File: config.mk
export PLATFORM = sky130hd
export DESIGN_NAME = spi_dbuf
export DESIGN_NICKNAME = d
export VERILOG_FILES = /design/src/rtl/spi_dbuf.sv
export SDC_FILE = /design/constraint.sdc
export NUM_CORES = 1
export LEC_CHECK = 0
export CAP_MARGIN = 25
export CORE_ASPECT_RATIO = 1.1
export CORE_MARGIN = 2
export CORE_UTILIZATION = 61
export CTS_CLUSTER_DIAMETER = 60
export DETAILED_ROUTE_END_ITERATION = 16
export PLACE_DENSITY = 0.85
export SYNTH_ARGS = -nofsm -noshare
export SYNTH_HDL_FRONTEND = slang
export SYNTH_SLANG_ARGS = --single-unit
File: constraint.sdc
create_clock -name clk -period 8.4 [get_ports clk]
set_clock_uncertainty 0.15 [all_clocks]
set_input_delay 1.26 -clock clk [delete_from_list [all_inputs] [get_ports clk]]
set_output_delay 1.26 -clock clk [all_outputs]
set_load 0.005 [all_outputs]
File: src/rtl/spi_dbuf.sv
module spi_dbuf #(
  parameter int DIVW = 8
) (
  input  logic        clk,
  input  logic        rst_n,
  input  logic        bus_wr,
  input  logic        bus_rd,
  input  logic [1:0]  bus_addr,
  input  logic [15:0] bus_wdata,
  output logic [15:0] bus_rdata,
  output logic        irq,
  input  logic        sdi,
  output logic        sdo,
  input  logic        sck_i,
  output logic        sck_o,
  output logic        sck_oe,
  input  logic        ss_n_i,
  output logic        ss_n_o
);
  localparam logic [1:0] A_DATA = 2'd0, A_CTRL = 2'd1, A_STAT = 2'd2;

  logic [15:0]     sr, rxbuf, txbuf, word;
  logic [3:0]      ctl, bitcnt;
  logic [DIVW-1:0] hdiv, hcnt, hmax;
  logic            rxfull, txfull, ovf, irqf, busy, samp;
  logic [1:0]      sck_q, sdi_q, ss_q;
  logic            sck_d;

  wire en   = ctl[0];
  wire mst  = ctl[1];
  wire wide = ctl[2];
  wire ien  = ctl[3];

  assign hmax = (hdiv == '0) ? '0 : hdiv - 1'b1;
  wire tick   = busy & mst & (hcnt == hmax);
  wire s_act  = en & ~mst & ~ss_q[1] & ~ovf;
  wire s_rise = s_act & sck_q[1] & ~sck_d;
  wire s_fall = s_act & ~sck_q[1] & sck_d;
  wire rise   = mst ? (tick & ~sck_o) : s_rise;
  wire fall   = mst ? (tick & sck_o) : s_fall;
  wire last   = bitcnt == (wide ? 4'd15 : 4'd7);
  wire done   = fall & last;
  wire rd_data = bus_rd & (bus_addr == A_DATA);
  wire room    = ~rxfull | rd_data;
  wire m_start = en & mst & ~busy & txfull & ~ovf;
  wire s_load  = en & ~mst & ss_q[1] & txfull;
  wire tx_take = m_start | s_load | (done & txfull & (~mst | room));
  wire sdi_in  = mst ? sdi : sdi_q[1];

  assign word = wide ? {sr[14:0], samp} : {8'h00, sr[6:0], samp};

  always_ff @(posedge clk or negedge rst_n) begin
    if (!rst_n) begin
      sr <= '0; rxbuf <= '0; txbuf <= '0; ctl <= '0; hdiv <= '0; hcnt <= '0;
      bitcnt <= '0; rxfull <= 1'b0; txfull <= 1'b0; ovf <= 1'b0; irqf <= 1'b0;
      busy <= 1'b0; samp <= 1'b0; sck_o <= 1'b0;
      sck_q <= '0; sdi_q <= '0; ss_q <= 2'b11; sck_d <= 1'b0;
    end else begin
      sck_q <= {sck_q[0], sck_i};
      sdi_q <= {sdi_q[0], sdi};
      ss_q  <= {ss_q[0], ss_n_i};
      sck_d <= sck_q[1];
      if (bus_wr && bus_addr == A_CTRL) begin
        ctl  <= bus_wdata[3:0];
        hdiv <= bus_wdata[8 +: DIVW];
      end
      if (rise) samp <= sdi_in;
      if (fall) begin
        sr     <= {sr[14:0], samp};
        bitcnt <= last ? 4'd0 : bitcnt + 4'd1;
      end
      if (~mst & ss_q[1]) bitcnt <= '0;
      if (busy & mst) begin
        hcnt <= tick ? '0 : hcnt + 1'b1;
        if (tick) sck_o <= ~sck_o;
      end
      if (bus_wr && bus_addr == A_STAT && bus_wdata[3]) irqf <= 1'b0;
      if (done) begin
        irqf <= 1'b1;
        if (room) rxbuf <= word;
        else      ovf <= 1'b1;
        if (mst & ~(txfull & room)) busy <= 1'b0;
      end
      if (m_start) begin
        busy <= 1'b1; hcnt <= '0; sck_o <= 1'b0; bitcnt <= '0;
      end
      if (!en || !mst) begin
        busy <= 1'b0; sck_o <= 1'b0;
      end
      if (tx_take) begin
        sr <= txbuf; txfull <= 1'b0;
      end
      if (rd_data) begin
        rxfull <= 1'b0; ovf <= 1'b0;
      end
      if (done & room) rxfull <= 1'b1;
      if (bus_wr && bus_addr == A_DATA) begin
        txbuf <= bus_wdata; txfull <= 1'b1;
      end
    end
  end

  wire drive = mst ? busy : (en & ~ss_q[1]);
  assign sdo    = drive & (wide ? sr[15] : sr[7]);
  assign ss_n_o = ~(busy & mst);
  assign sck_oe = en & mst;
  assign irq    = irqf & ien;

  always_comb begin
    case (bus_addr)
      A_DATA:  bus_rdata = rxbuf;
      A_CTRL:  bus_rdata = {hdiv, 4'h0, ctl};
      A_STAT:  bus_rdata = {11'd0, busy, irqf, ovf, txfull, rxfull};
      default: bus_rdata = '0;
    endcase
  end
endmodule

==> reports/metrics.csv <==
stage,metric,value,unit
run_status,status,completed,
yosys,dominant cell type by area after synthesis,dfrtp_1,
worst_setup_path,worst path bufs/invs,2,
cts,CTS Buffer Depth,2,
yosys,Post-synth EDFFs,0,
worst_setup_path,Crit. Startpoint,bus_addr[0],
global_route,vias in the first global route,3095,
worst_setup_path,kind of critical path,input pin to output pin,
yosys,Most used DFF post-synth,dfrtp_1,
yosys,syn nets,396,
routing,1st-iter DRT viols,157,
floorplan,die width,84.7,um
worst_setup_path,Crit path arrival time,3330,ps
routing,Antenna Nets Post-Route,0,
routing,routed wire length per instance,18.0,um
pwr,Total Power,1.20,mW
global_route,Congestion Overflow GR,0,
pwr,maximum VDD drop,157,uV
routing,DRC violations left,0,
worst_setup_path,CP dominant cell by count,clkdlybuf4s50_1,
sta,Worst-Margin Slew,924,ps
worst_setup_path,CP Data Required Time,6990,ps
layout,"commonest cells after routing, fill and taps aside","84 x dfrtp_1, 67 x mux2_2, 44 x clkdlybuf4s50_1",
global_route,first-pass GRT wire length,15200,um
layout,antenna cell count,0,
yosys,syn_area_per_cell,11.9,um^2
worst_setup_path,crit path capture type,output pin,
layout,sequential cell area,2150,um^2
floorplan,FP Rows,32,
layout,"Core Util, Final",73.0,%
cts,CTS tree,yes,
yosys,count of cell types in the netlist,60,
sta,Slew Limit Fails,0,
layout,post-route non-filler standard cell count,499,
yosys,Synth top area share,48.1,%
cts,hold-fix buffers at CTS,0,
place,DP Worst Slack,3680,ps
cts,worst skew pair latency,360,ps
routing,drt pass-1 iters,4,
sta,Final Hold Viols,0,
place,placed cell areas,4820,um^2
cts,"Setup Fix Bufs, Post-CTS",0,
layout,share of cells above drive strength 1,24.6,%
global_route,initial antenna violation count,0,
sta,setup TNS,0,ps
worst_hold_path,hold crit path type,flip-flop to flip-flop,
yosys,sequential share of the synthesized area,49.3,%
layout,"commonest non-fill, non-tap cell in the layout",dfrtp_1,
sta,FMAX,211,MHz
floorplan,die height,92.8,um
pwr,PwrDens,236,nW/um^2
yosys,asr flop ratio synth,100,%
sta,unrepaired setup endpoints after global routing,false,
floorplan,Ports,46,
worst_setup_path,CP max stage cell,clkdlybuf4s50_1,
worst_setup_path,Reg-to-Reg Start,hdiv[0]$_DFFE_PN0P_,
floorplan,die area,7870,um^2
cts,"CTS clk-pin slew, worst paths",80,ps
place,GPL Wtd Cong,0.891,
layout,Final Cell Area,5090,um^2
cts,CTS H-Tree Depth,3,
cts,Root Driver,clkbuf_8,
worst_setup_path,CP cell instances,clkdlybuf4s50_1 > nor2b_1 > nand2_1 > o21ai_0 > clkdlybuf4s50_1,
cts,clock sinks,86,
yosys,Post-Syn Area,4370,um^2
cts,CTS resizes,0,
sta,# setup viols final,0,
floorplan,Starting Density,62.8,%
routing,Post-Route WL,8960,um
yosys,Yosys Warn Count,0,
worst_setup_path,Max stage delay on crit path,880,ps
sta,Final period util,56.5,%
worst_hold_path,min-delay src,ss_q[0]$_DFF_PN1_,
yosys,register bit total from synthesis,86,
place,Port Buffers,45,
sta,Final WS setup,3660,ps
sta,final worst path period need,4740,ps
place,placed cell count,482,
layout,Filler cells,478,
flow_run,# Max-Cap Violations,0,
sta,max_slew headroom,38.2,%
layout,Layout area overhead,16.3,%
global_route,GRT Total Usage,24.9,%
layout,Multi-input gate area,2040,um^2
worst_setup_path,"delay-heaviest family, CP",buffers and inverters,
routing,via count,2956,
yosys,top post-synthesis cells by area,"dfrtp_1 48%, mux2_2 17%, mux2i_1 5.9%, nor2_1 2.1%, nand2_1 1.9%",
pwr,leakage,2.18,nW
routing,vias per inst,5.92,
yosys,Post-Synthesis Cells,367,
worst_setup_path,CP startpoint kind,input pin,
layout,Total Nets Final,438,
cts,CTS Buf Count,9,
place,DP HPWL,6270,um
worst_setup_path,Crit Path Max Fanout,16,
sta,WHS,210,ps
floorplan,Core ar.,6970,um^2
global_route,pin count of the biggest net entering global routing,87,
Yosys cell counts (all sizes together), types with 3 or more instances:
master / count
or3: 3
nand2: 22
mux2: 69
nor3: 4
a31oi: 3
nor2: 24
clkbuf: 7
a21oi: 9
or4: 5
o211ai: 3
and3: 3
inv: 19
nor4b: 3
and2: 9
o21ai: 11
xnor2: 8
dfrtp: 84
buf: 8
mux2i: 26
ha: 4
nand3: 10
final timing paths:
kind | slack (ps) | depth (start not counted) | endpoint
min | 210 | 0 | ss_q[1]$_DFF_PN1_
max in group asynchronous | 6930 | 2 | hcnt[7]$_DFFE_PN0P_
min in group asynchronous | 580 | 1 | ctl[3]$_DFFE_PN0P_
max | 3660 | 5 | bus_rdata[3]
max reg2reg | 4060 | 10 | sr[11]$_DFFE_PN0P_
min reg2reg | 210 | 0 | ss_q[1]$_DFF_PN1_
cell type report:
type                       instances  share of cell area, %
clock buffer                      11                   2.58
clock inverter                     5                   2.09
inverter                          19                   1.40
multi-input combinational        247                   40.2
sequential                        86                   42.3
tap                               85                   2.09
timing repair buffer              46                   9.34
registers in the layout, indices dropped and copies added, names as in the netlist:
register	count
irqf	1
txbuf	16
rxfull	1
hcnt	8
sck_d	1
txfull	1
ctl	4
ovf	1
busy	1
sck_o	1
sck_q	2
sdi_q	2
bitcnt	4
hdiv	8
rxbuf	16
sr	16
samp	1
ss_q	2
routing by layer:
metal,share of wire [%],GRT usage (%)
met2,52,43.4
met3,3.3,4.55
met1,42,30.9
met4,1.8,8.99
met5,0,0
logic make-up (layout without fill, tap and decap cells):
group	count (synthesis)	in the layout	synth area share [%]
muxes	95	95	23.9
and+or+nand+nor	95	95	12.4
DFF	86	86	49.3
AOI/OAI and AO/OA	43	43	7.32
buffers and inverters	34	81	4.03
xor gates and xnor gates	10	10	2.00
adders and majority gates	4	4	1.14
power breakdown:
group          leakage [nW]  switching [mW]  internal, mW  total, mW
Sequential             1.04          0.0854         0.491      0.576
Combinational          1.02           0.112         0.163      0.275
Clock                 0.114           0.149         0.199      0.348
Total                  2.18           0.347         0.852       1.20
worst register-to-register path, stage by stage (launching register included):
cell and delay (ps):
dfrtp_1 490, inv_1 130, ha_1 240, nor4b_1 450
nand2_1 180, mux2_2 290, or4_4 500, nor4_4 330
a31o_2 590, a41oi_4 480, mux2_2 410
Note: power is estimated with default switching activity, not from simulation.
